**config.mk**
```make
export PLATFORM = sky130hd
export DESIGN_NAME = asp_port
export DESIGN_NICKNAME = d
export VERILOG_FILES = /design/src/rtl/asp_pkg.sv /design/src/rtl/asp_frame_timer.sv /design/src/rtl/asp_tx_path.sv /design/src/rtl/asp_rx_path.sv /design/src/rtl/asp_port.sv
export SDC_FILE = /design/constraint.sdc
export NUM_CORES = 1
export LEC_CHECK = 0
export ABC_AREA = 1
export BUFFER_PORTS_ARGS = -buffer_cell sky130_fd_sc_hd__buf_2
export CAP_MARGIN = 20
export CORE_UTILIZATION = 50
export DETAILED_ROUTE_END_ITERATION = 6
export GPL_TIMING_DRIVEN = 0
export PLACE_DENSITY = 0.79
export SYNTH_ARGS = -nofsm -noshare
export SYNTH_HDL_FRONTEND = slang
export SYNTH_SLANG_ARGS = --single-unit
```
**constraint.sdc**
```tcl
create_clock -name clk -period 2 [get_ports clk]
set_input_delay 0.1 -clock clk [delete_from_list [all_inputs] [get_ports clk]]
set_output_delay 0.1 -clock clk [all_outputs]
set_load 0.02 [all_outputs]
```
**src/rtl/asp_pkg.sv**
```systemverilog
package asp_pkg;

  // Channel carried by a half-frame; the left half is sent first in every frame.
  typedef enum logic {
    CH_LEFT  = 1'b0,
    CH_RIGHT = 1'b1
  } ch_e;

  function automatic ch_e other_ch(input ch_e c);
    return (c == CH_LEFT) ? CH_RIGHT : CH_LEFT;
  endfunction

endpackage

```
**src/rtl/asp_frame_timer.sv**
```systemverilog
// Bit clock, frame clock and slot position. A launch event is a bit-clock
// falling edge (or the priming tick after enable); a capture event is a
// bit-clock rising edge.
module asp_frame_timer #(
  parameter int SLOTS_NARROW = 32,
  parameter int SLOTS_WIDE   = 64,
  parameter int SLOT_W       = $clog2(SLOTS_WIDE)
) (
  input  logic                clk,
  input  logic                rst,
  input  logic                en,
  input  logic                bit_tick,
  input  logic                wide_mode,
  output logic                sclk_o,
  output logic                lrck_o,
  output logic                launch_o,
  output asp_pkg::ch_e        launch_ch_o,
  output logic [SLOT_W-1:0]   launch_slot_o,
  output logic                capture_o,
  output asp_pkg::ch_e        capture_ch_o,
  output logic [SLOT_W-1:0]   capture_slot_o,
  output logic                fetch_o
);
  import asp_pkg::*;

  logic              primed_q;
  logic              sclk_q;
  logic              lrck_q;
  ch_e               ch_q;
  logic [SLOT_W-1:0] slot_q;

  logic [SLOT_W-1:0] last_slot;
  ch_e               ch_nx;
  logic [SLOT_W-1:0] slot_nx;

  assign last_slot = wide_mode ? SLOT_W'(SLOTS_WIDE - 1) : SLOT_W'(SLOTS_NARROW - 1);

  always_comb begin
    ch_nx   = ch_q;
    slot_nx = slot_q;
    if (primed_q) begin
      if (slot_q == last_slot) begin
        slot_nx = '0;
        ch_nx   = other_ch(ch_q);
      end else begin
        slot_nx = slot_q + 1'b1;
      end
    end
  end

  assign launch_o       = en && bit_tick && (!primed_q || sclk_q);
  assign capture_o      = en && bit_tick && primed_q && !sclk_q;
  assign launch_ch_o    = ch_nx;
  assign launch_slot_o  = slot_nx;
  assign capture_ch_o   = ch_q;
  assign capture_slot_o = slot_q;
  // Fetch when the last right slot is launched: one bit period ahead of the left MSB.
  assign fetch_o        = launch_o && (ch_nx == CH_RIGHT) && (slot_nx == last_slot);

  always_ff @(posedge clk) begin
    if (rst || !en) begin
      primed_q <= 1'b0;
      sclk_q   <= 1'b0;
      lrck_q   <= 1'b0;
      ch_q     <= CH_RIGHT;
      slot_q   <= last_slot;
    end else if (bit_tick) begin
      if (primed_q) sclk_q <= !sclk_q;
      if (launch_o) begin
        primed_q <= 1'b1;
        ch_q     <= ch_nx;
        slot_q   <= slot_nx;
        lrck_q   <= (ch_nx == CH_LEFT);
      end
    end
  end

  assign sclk_o = sclk_q;
  assign lrck_o = lrck_q;

endmodule

```
**src/rtl/asp_tx_path.sv**
```systemverilog
// Playback pair holding register and serial bit selection.
module asp_tx_path #(
  parameter int SAMPLE_W = 16,
  parameter int SLOT_W   = 6
) (
  input  logic                clk,
  input  logic                rst,
  input  logic                en,
  input  logic                launch,
  input  asp_pkg::ch_e        launch_ch,
  input  logic [SLOT_W-1:0]   launch_slot,
  input  logic                fetch,
  input  logic                tx_valid,
  input  logic [SAMPLE_W-1:0] tx_left,
  input  logic [SAMPLE_W-1:0] tx_right,
  output logic                tx_ready,
  output logic                sdout_o,
  output logic                underrun_o
);
  import asp_pkg::*;

  localparam int IDX_W = (SAMPLE_W > 1) ? $clog2(SAMPLE_W) : 1;

  logic [SAMPLE_W-1:0] left_q;
  logic [SAMPLE_W-1:0] right_q;
  logic                sdout_q;
  logic                underrun_q;
  logic [SAMPLE_W-1:0] word;
  logic [IDX_W-1:0]    idx;
  logic                bit_nx;

  assign tx_ready = fetch;

  always_comb begin
    word   = (launch_ch == CH_LEFT) ? left_q : right_q;
    idx    = IDX_W'(SAMPLE_W - 1 - int'(launch_slot));
    bit_nx = (int'(launch_slot) < SAMPLE_W) ? word[idx] : 1'b0;
  end

  always_ff @(posedge clk) begin
    if (rst) begin
      left_q     <= '0;
      right_q    <= '0;
      sdout_q    <= 1'b0;
      underrun_q <= 1'b0;
    end else begin
      underrun_q <= fetch && !tx_valid;
      if (fetch && tx_valid) begin
        left_q  <= tx_left;
        right_q <= tx_right;
      end
      if (!en)         sdout_q <= 1'b0;
      else if (launch) sdout_q <= bit_nx;
    end
  end

  assign sdout_o    = sdout_q;
  assign underrun_o = underrun_q;

endmodule

```
**src/rtl/asp_rx_path.sv**
```systemverilog
// Record shift register, pair assembly and output hold with drop-on-full.
module asp_rx_path #(
  parameter int SAMPLE_W = 16,
  parameter int SLOT_W   = 6
) (
  input  logic                clk,
  input  logic                rst,
  input  logic                en,
  input  logic                capture,
  input  asp_pkg::ch_e        capture_ch,
  input  logic [SLOT_W-1:0]   capture_slot,
  input  logic                sdin,
  input  logic                rx_ready,
  output logic                rx_valid,
  output logic [SAMPLE_W-1:0] rx_left,
  output logic [SAMPLE_W-1:0] rx_right,
  output logic                overrun_o
);
  import asp_pkg::*;

  logic [SAMPLE_W-1:0] sr_q;
  logic [SAMPLE_W-1:0] left_hold_q;
  logic                left_ok_q;
  logic                valid_q;
  logic [SAMPLE_W-1:0] out_l_q;
  logic [SAMPLE_W-1:0] out_r_q;
  logic                overrun_q;

  logic                in_data;
  logic                word_done;
  logic [SAMPLE_W-1:0] word_nx;

  assign in_data   = capture && (int'(capture_slot) < SAMPLE_W);
  assign word_done = in_data && (capture_slot == SLOT_W'(SAMPLE_W - 1));
  assign word_nx   = {sr_q[SAMPLE_W-2:0], sdin};

  always_ff @(posedge clk) begin
    if (rst) begin
      sr_q        <= '0;
      left_hold_q <= '0;
      left_ok_q   <= 1'b0;
      valid_q     <= 1'b0;
      out_l_q     <= '0;
      out_r_q     <= '0;
      overrun_q   <= 1'b0;
    end else begin
      overrun_q <= 1'b0;
      if (valid_q && rx_ready) valid_q <= 1'b0;
      if (!en) begin
        sr_q      <= '0;
        left_ok_q <= 1'b0;
      end else if (in_data) begin
        sr_q <= word_nx;
        if (word_done) begin
          if (capture_ch == CH_LEFT) begin
            left_hold_q <= word_nx;
            left_ok_q   <= 1'b1;
          end else if (left_ok_q) begin
            left_ok_q <= 1'b0;
            if (valid_q && !rx_ready) begin
              overrun_q <= 1'b1;
            end else begin
              out_l_q <= left_hold_q;
              out_r_q <= word_nx;
              valid_q <= 1'b1;
            end
          end
        end
      end
    end
  end

  assign rx_valid  = valid_q;
  assign rx_left   = out_l_q;
  assign rx_right  = out_r_q;
  assign overrun_o = overrun_q;

endmodule

```
**src/rtl/asp_port.sv**
```systemverilog
module asp_port #(
  parameter int SAMPLE_W     = 16,
  parameter int SLOTS_NARROW = 32,
  parameter int SLOTS_WIDE   = 64
) (
  input  logic                clk,
  input  logic                rst,
  input  logic                en,
  input  logic                bit_tick,
  input  logic                wide_mode,
  input  logic                tx_valid_i,
  input  logic [SAMPLE_W-1:0] tx_left_i,
  input  logic [SAMPLE_W-1:0] tx_right_i,
  output logic                tx_ready_o,
  output logic                tx_underrun_o,
  output logic                sclk_o,
  output logic                lrck_o,
  output logic                sdout_o,
  input  logic                sdin_i,
  output logic                rx_valid_o,
  input  logic                rx_ready_i,
  output logic [SAMPLE_W-1:0] rx_left_o,
  output logic [SAMPLE_W-1:0] rx_right_o,
  output logic                rx_overrun_o
);
  import asp_pkg::*;

  localparam int SLOT_W = $clog2(SLOTS_WIDE);

  logic              launch;
  ch_e               launch_ch;
  logic [SLOT_W-1:0] launch_slot;
  logic              capture;
  ch_e               capture_ch;
  logic [SLOT_W-1:0] capture_slot;
  logic              fetch;

  asp_frame_timer #(
    .SLOTS_NARROW(SLOTS_NARROW),
    .SLOTS_WIDE  (SLOTS_WIDE),
    .SLOT_W      (SLOT_W)
  ) timer_i (
    .clk           (clk),
    .rst           (rst),
    .en            (en),
    .bit_tick      (bit_tick),
    .wide_mode     (wide_mode),
    .sclk_o        (sclk_o),
    .lrck_o        (lrck_o),
    .launch_o      (launch),
    .launch_ch_o   (launch_ch),
    .launch_slot_o (launch_slot),
    .capture_o     (capture),
    .capture_ch_o  (capture_ch),
    .capture_slot_o(capture_slot),
    .fetch_o       (fetch)
  );

  asp_tx_path #(
    .SAMPLE_W(SAMPLE_W),
    .SLOT_W  (SLOT_W)
  ) tx_i (
    .clk        (clk),
    .rst        (rst),
    .en         (en),
    .launch     (launch),
    .launch_ch  (launch_ch),
    .launch_slot(launch_slot),
    .fetch      (fetch),
    .tx_valid   (tx_valid_i),
    .tx_left    (tx_left_i),
    .tx_right   (tx_right_i),
    .tx_ready   (tx_ready_o),
    .sdout_o    (sdout_o),
    .underrun_o (tx_underrun_o)
  );

  asp_rx_path #(
    .SAMPLE_W(SAMPLE_W),
    .SLOT_W  (SLOT_W)
  ) rx_i (
    .clk         (clk),
    .rst         (rst),
    .en          (en),
    .capture     (capture),
    .capture_ch  (capture_ch),
    .capture_slot(capture_slot),
    .sdin        (sdin_i),
    .rx_ready    (rx_ready_i),
    .rx_valid    (rx_valid_o),
    .rx_left     (rx_left_o),
    .rx_right    (rx_right_o),
    .overrun_o   (rx_overrun_o)
  );

endmodule

```
==> results of run 1 <==
registers in the layout (all words and copies together) (netlist names), 6 cells and up:
register and flops:
rx_i.rx_right 16, tx_i.left_q 16, timer_i.capture_slot_o 6, tx_i.right_q 16
rx_i.rx_left 16, rx_i.left_hold_q 16, rx_i.sr_q 15
what timing repair did:
action                                 in CTS  in global routing
pin swaps                                  45                 16
endpoints found under the hold margin       5                  0
gates cloned                                3                  2
hold buffers                                3                  0
setup endpoints to repair                  80                 80
resized for setup                          71                 61
setup buffers                              21                 13
layout make-up:
type	instances	share of cell area, %
clock buffers	9	1.95
well taps	129	2.54
flip-flops and latches	110	35.6
plain buffers	36	3.72
repair buffers	116	11.7
clock inverters	7	1.32
multi-input cells	407	34.6
repair inverters	1	0.118
inverters	143	8.54
cells by family (layout without fill, tap and decap cells):
group | Yosys count | count (layout)
simple gates | 279 | 280
compound gates | 122 | 122
xor+xnor | 4 | 4
fa+ha+maj | 1 | 1
flops | 110 | 110
buf+inv | 181 | 312
synth_stat cells:
library cell  count
o21bai_1          1
or2_2             1
buf_2             5
inv_1           140
nand3_1          36
nand2_2           4
buf_4             2
a211oi_1          1
nor3b_1           1
xnor2_1           1
clkbuf_1         26
ha_1              1
xor2_1            3
nor2_2            2
o21ai_0          65
clkinv_1          1
buf_6             2
nor2_1           84
o211ai_1          9
edfxtp_1          6
a21oi_1          45
nor4_4            1
dfxtp_1         104
nor3_4            1
o211a_1           1
nand4_1          35
inv_2             2
buf_1             3
nand2_1         109
nor3_1            3
nand3_2           2
layer usage:
layer  wire [um]  share of wire, %  global-route usage, %
met5           0                 0                      0
met1        5680                43                   31.7
met4         229               1.7                   8.92
met3         730               5.6                   5.13
met2        6450                49                   43.4
report_power, final:
part	switching, uW	internal [uW]	total [uW]
clock network	862	505	1370
logic	350	227	577
registers	14.5	2240	2250
total	1230	2970	4200
worst max-delay path by stage:
stage	cells past startpoint	end	startpoint	slack, ps
after floorplan	12	tx_i.right_q[11]	timer_i.capture_slot_o[0]	0.3
after global placement	7	rx_i.rx_right[11]	timer_i.capture_slot_o[4]	-610
after detailed placement	7	rx_i.rx_right[14]	timer_i.capture_slot_o[4]	-610
after CTS	13	tx_ready_o	timer_i.capture_slot_o[1]	-260
after global routing	14	tx_i.right_q[14]	timer_i.capture_slot_o[0]	-520
final	14	tx_i.right_q[10]	timer_i.capture_slot_o[0]	-380
per-stage QoR:
step | utilization (%) | setup slack, ps | cells
floorplan | - | 0.272 | 697
global placement | 58.5 | -607 | 903
detailed placement | 58.5 | -607 | 903
CTS | 65.1 | -264 | 944
global route | 67.9 | -516 | 958
finish | 67.9 | -380 | 958
tightest hold or removal path: stages:
cell and delay, ps:
buf_2 120, nor2_1 50, nor2_1 90
==> summary.md, run 1 <==
| Metric | Value |
|---|---|
| Result of the run | `finished, violations left` |
| Failing checks | `setup timing` |
| Reg2reg setup slack | `-380 ps` |
| Final nets | `~870` |
| CTS buffer count | `9` |
| Register area | `~0.0023 mm^2` |
| Pwr Total | `about 4200 uW` |
| Post-synthesis cell area | `a little under 0.005 mm^2` |
| Largest net degree at the start of global routing | `23` |
| Slowest cell on crit path | `edfxtp_1` |
| Sequential share of the synthesized area | `approximately 46%` |
| Most frequent CP cell | `nand2_1` |
| Die Height | `roughly 100 um` |
| Ports | `a little under 80` |
| Initial core utilization | `52.4%` |
| GRT Total Usage | `between 20% and 30%` |
| R2R Path Start | `timer_i.capture_slot_o[0]` |
| Min-delay src | `sdin_i` |
| Fillcell total | `787` |
| Slew margin rel. | `60.1%` |
| First-pass GRT wire length | `20400 um` |
| Core footprint | `between 0.009 and 0.01 mm^2` |
| Synth top area share | `a little over two fifths` |
| Design area | `roughly 0.0064 mm^2` |
| RePlAce Congestion | `slightly below 0.9` |
| P per Cell Area | `roughly 660 mW/mm^2` |
| Fin crit period | `roughly 2400 ps` |
| Rows | `35` |
| Htree depth | `3` |
| Area growth syn-to-layout | `29.5%` |
| Leak | `between 0.003 and 0.004 uW` |
| Post-synthesis mux area share | `0%` |
| Max Clock Skew | `14.8 ps` |
| Inserted Diodes | `0` |
| Port buffer count | `just under 80` |
| Commonest non-fill, non-tap cell in the layout | `inv_1` |
| # DRC | `0` |
| Die ar. | `between 0.01 and 0.015 mm^2` |
| CTS root buffer | `clkbuf_8` |
| Hold Crit Class | `in -> reg` |
| Fin crit share | `119%` |
| Max Clk Rate | `between 400 and 500 MHz` |
| CTS Buffer Depth | `2` |
| Synth area leaders | `dfxtp_1 (42%), inv_1 (11%), nand2_1 (8.3%), o21ai_0 (6.6%), nor2_1 (6.4%)` |
| Via count | `around 4800` |
| Maxcap violations | `0` |
| CP bufs+invs | `4` |
| Final WL | `between 10000 and 15000 um` |
| CP Class | `reg -> reg` |
| Count of pins over their slew limit | `0` |
| Main combinational cell family by area after synthesis | `simple AND/OR/NAND/NOR gates` |
| Critical path, cell by cell | `buf_4 -> nand4_1 -> nor2_1 -> nand2_1 -> xor2_1 -> nand2_1 -> or2_2 -> nand2_1 -> inv_2 -> nand3_4 -> buf_6 -> nand2_2 -> inv_1 -> nor2_1` |
| Critical Path Fanout Max | `7` |
| CTS clk-pin slew, worst paths | `~110 ps` |
| Area of the multi-input gates | `approximately 0.0022 mm^2` |
| Startpoint Class | `register` |
| Number of vias per cell | `5.05` |
| Peak supply drop | `0.357 mV` |
| Layout cell share with drive strength beyond 1 | `a little over a quarter` |
| Remaining antenna violation count after routing | `0` |
| Avg Cell Area, Syn | `between 7 and 8 um^2` |
| Cells on worst reg2reg path | `14` |
| CP top delay family | `simple AND/OR/NAND/NOR gates` |
| Hpwl dp | `8640 um` |
| Flops & latches, synth | `110` |
| RR Endpoint | `tx_i.right_q[10]` |
| Drt pass-1 iters | `5` |
| Mapped Cells | `around 700` |
| YS warnings | `0` |
| Remaining Overflow, GRT | `0` |
| CP Capture Type | `register` |
| Endpoints failing setup | `42` |
| Complex-gate fraction of the synthesized area | `between 10% and 20%` |
| Starting DRT DRC Count | `roughly 300` |
| Hold Crit Endpoint | `rx_i.rx_right[0]` |
| Post-synthesis adder-cell area fraction | `0.255%` |
| Worst hold stages | `3` |
| Average wire per standard cell | `13.7 um` |
| Most frequent cells in the layout | `inv_1 (133), dfxtp_1 (103), buf_2 (77), nor2_1 (76), nand2_1 (72)` |
| Hold Vio Cnt, Final | `0` |
| Synth Net Count | `738` |
| Synth area leader | `dfxtp_1` |
| Clk_lat worst skew | `390 ps` |
| Synth Area in XOR/XNOR | `less than 1%` |
| Crit path largest cell delay | `420 ps` |
| CTS sink count | `110` |
| Critical path arrival | `between 2000 and 3000 ps` |
| Vias in the first global route | `approximately 4500` |
| Final WS setup | `-380 ps` |
| Critical path data required time | `about 2300 ps` |
| Die X | `slightly above 100 um` |
| Simple-Gate Fraction of Synth Area | `~25%` |
| Initial antenna violation count | `0` |
| CTS tree | `built` |
| Placed inst area | `roughly 0.0055 mm^2` |
| Setup TNS | `-12210 ps` |
| WHS | `7.41 ps` |
| Yosys cell types | `31` |
| Slew @ Worst Pin | `about 600 ps` |
| RSZ-0062 raised after global routing | `yes` |
No activity file was read; power rests on OpenSTA's default activity.
==> run 2: changes to the inputs <==
--- a/config.mk
+++ b/config.mk
@@ -12,6 +12,7 @@
 export DETAILED_ROUTE_END_ITERATION = 6
 export GPL_TIMING_DRIVEN = 0
 export PLACE_DENSITY = 0.79
+export SKIP_LAST_GASP = 1
 export SYNTH_ARGS = -nofsm -noshare
 export SYNTH_HDL_FRONTEND = slang
 export SYNTH_SLANG_ARGS = --single-unit
==> summary.md, run 2 (synthesis gave the netlist of run 1 again) <==
| Metric | Value |
|---|---|
| Result of the run | `finished, violations left (unchanged)` |
| Failing checks | `setup timing (unchanged)` |
| Vias in the first global route | `4461 (unchanged)` |
| # DRC | `0 (unchanged)` |
| Ports | `79 (unchanged)` |
| Fillcell total | `789 (was 787)` |
| Most frequent CP cell | `nand2_1 (unchanged)` |
| Critical Path Source | `timer_i.capture_slot_o[0] (unchanged)` |
| Drt pass-1 iters | `5 (unchanged)` |
| CP Class | `reg -> reg (unchanged)` |
| Inserted Diodes | `0 (unchanged)` |
| Critical Path Fanout Max | `7 (unchanged)` |
| RSZ-0062 raised after global routing | `yes (unchanged)` |
| Average wire per standard cell | `13.7 um (about the same)` |
| Clk_lat worst skew | `390 ps (about the same)` |
| WHS | `16.4 ps (was 7.41 ps)` |
| CTS sink count | `110 (unchanged)` |
| Largest net degree at the start of global routing | `23 (unchanged)` |
| Slew margin rel. | `60.3% (was 60.1%)` |
| Final WS setup | `-396 ps (was -380 ps)` |
| Commonest non-fill, non-tap cell in the layout | `inv_1 (unchanged)` |
| CTS Buffer Depth | `2 (unchanged)` |
| Hold Vio Cnt, Final | `0 (unchanged)` |
| P per Cell Area | `659 mW/mm^2 (was 660 mW/mm^2)` |
| Htree depth | `3 (unchanged)` |
| R2R Path Start | `timer_i.capture_slot_o[0] (unchanged)` |
| Final WL | `13100 um (about the same)` |
| CTS root buffer | `clkbuf_8 (unchanged)` |
| CP bufs+invs | `4 (unchanged)` |
| CTS tree | `built (unchanged)` |
| Starting DRT DRC Count | `280 (was 304)` |
| CP Capture Type | `register (unchanged)` |
| Endpoints failing setup | `43 (was 42)` |
| Maxcap violations | `0 (unchanged)` |
| Min-delay src | `sdin_i (unchanged)` |
| Fin crit share | `120% (was 119%)` |
| Slowest cell on crit path | `edfxtp_1 (unchanged)` |
| Core footprint | `0.00937 mm^2 (unchanged)` |
| Final nets | `865 (unchanged)` |
| Die X | `101 um (unchanged)` |
| Port buffer count | `77 (unchanged)` |
| Critical path data required time | `2290 ps (about the same)` |
| Cells on worst reg2reg path | `14 (unchanged)` |
| CP top delay family | `simple AND/OR/NAND/NOR gates (unchanged)` |
| Most frequent cells in the layout | `inv_1 (134), dfxtp_1 (103), buf_2 (77), nor2_1 (76), nand2_1 (73) (was inv_1 (133), dfxtp_1 (103), buf_2 (77), nor2_1 (76), nand2_1 (72))` |
| Die Height | `101 um (unchanged)` |
| Remaining antenna violation count after routing | `0 (unchanged)` |
| Max Clk Rate | `417 MHz (was 420 MHz)` |
| Via count | `4866 (was 4834)` |
| RR Endpoint | `tx_i.right_q[12] (was tx_i.right_q[10])` |
| Fin crit period | `2400 ps (was 2380 ps)` |
| Hpwl dp | `8640 um (unchanged)` |
| Worst setup endpoint | `tx_i.right_q[12] (was tx_i.right_q[10])` |
| Count of pins over their slew limit | `0 (unchanged)` |
| Max Clock Skew | `15.1 ps (was 14.8 ps)` |
| Critical path arrival | `2690 ps (was 2670 ps)` |
| Cell depth of the worst setup path | `14 (unchanged)` |
| Initial antenna violation count | `0 (unchanged)` |
| Leak | `0.00309 uW (about the same)` |
| Area growth syn-to-layout | `29.5% (about the same)` |
| CTS buffer count | `9 (unchanged)` |
| Peak supply drop | `0.354 mV (was 0.357 mV)` |
| Pre-CTS setup slack | `-607 ps (unchanged)` |
| Initial core utilization | `52.4% (unchanged)` |
| RePlAce Congestion | `0.895 (unchanged)` |
| Critical path, cell by cell | `buf_4 -> nand4_1 -> nor2_1 -> nand2_1 -> xor2_1 -> nand2_1 -> or2_2 -> nand2_1 -> inv_2 -> nand3_4 -> buf_6 -> nand2_2 -> inv_1 -> nor2_1 (unchanged)` |
| CTS clk-pin slew, worst paths | `110 ps (about the same)` |
| Startpoint Class | `register (unchanged)` |
| Reg2reg setup slack | `-400 ps (was -380 ps)` |
| Remaining Overflow, GRT | `0 (unchanged)` |
| First-pass GRT wire length | `20400 um (unchanged)` |
| Layout cell share with drive strength beyond 1 | `26.7% (was 26.9%)` |
| Rows | `35 (unchanged)` |
| Crit path largest cell delay | `430 ps (was 420 ps)` |
| Slew @ Worst Pin | `595 ps (was 598 ps)` |
| Number of vias per cell | `5.08 (was 5.05)` |
| Die ar. | `0.0102 mm^2 (unchanged)` |
| GRT Total Usage | `25.4% (unchanged)` |
| Hold Crit Class | `in -> reg (unchanged)` |
run 2: cell count changes in the layout (fill, tap and decap cells not counted):
cell,before,now
inv_1,133,134
nand2_2,36,35
inv_2,7,6
nand2_1,72,73
run 2: worst min path at each step:
stage	end	slack, ps	depth (start not counted)
detailed placement	rx_i.rx_valid	330	2
floorplan	rx_i.rx_valid	170	1
global route	rx_i.rx_right[0]	10	3
global placement	rx_i.rx_valid	310	2
finish	rx_i.rx_right[0]	20	3
CTS	rx_i.sr_q[0]	6	3
run 2: where the power goes:
group	internal [uW]	total, uW	switching (uW)
sequential	2240	2250	14.7
clock	505	1360	858
combinational	227	576	349
total	2970	4190	1220
run 2: per-layer routing:
metal  vias to the layer above  share of wire (%)  track usage, %
met3                        22                5.8            5.13
li1                       2441                  -               -
met1                      2233                 43            31.7
met4                         0                1.7            8.92
met2                       170                 49            43.4
met5                         -                  0               0
run 2: cell type report:
cell class	instances	area, um^2	share of cell area (%)
Sequential cell	110	2260	35.6
Multi-Input combinational cell	407	2190	34.5
Timing Repair Buffer	116	742	11.7
Inverter	143	543	8.54
Buffer	36	236	3.72
Tap cell	129	161	2.54
Clock buffer	9	124	1.95
Clock inverter	7	83.8	1.32
Timing Repair inverter	1	7.51	0.118
run 2: through the flow:
step / total power [uW] / instance area [um^2] / cells / setup TNS (ps) / util, %
2_1_floorplan: 2610 / 4940 / 697 / 0 / -
3_3_place_gp: 2720 / 5480 / 903 / -28320 / 58.5
3_5_place_dp: 2730 / 5480 / 903 / -32070 / 58.5
4_1_cts: 4130 / 6100 / 944 / -7680 / 65.1
5_1_grt: 4350 / 6360 / 958 / -18690 / 67.8
6_report: 4190 / 6360 / 958 / -12630 / 67.8
run 2: worst reg2reg max path, cell delays in order (launching register included):
cell and delay [ps]:
edfxtp_1 430, buf_4 170, nand4_1 150, nor2_1 160, nand2_1 100, xor2_1 190, nand2_1 120, or2_2 330
nand2_1 120, inv_2 100, nand3_4 150, buf_6 160, nand2_2 50, inv_1 50, nor2_1 30
run 2: repair_timing:
action / in CTS / in global routing
pin swaps: 45 / 16
endpoints found under the hold margin: 5 / 0
gates cloned: 3 / 2
gates resized for setup: 70 / 60
setup endpoints to repair: 80 / 80
setup buffers: 21 / 13
hold buffers: 3 / 0
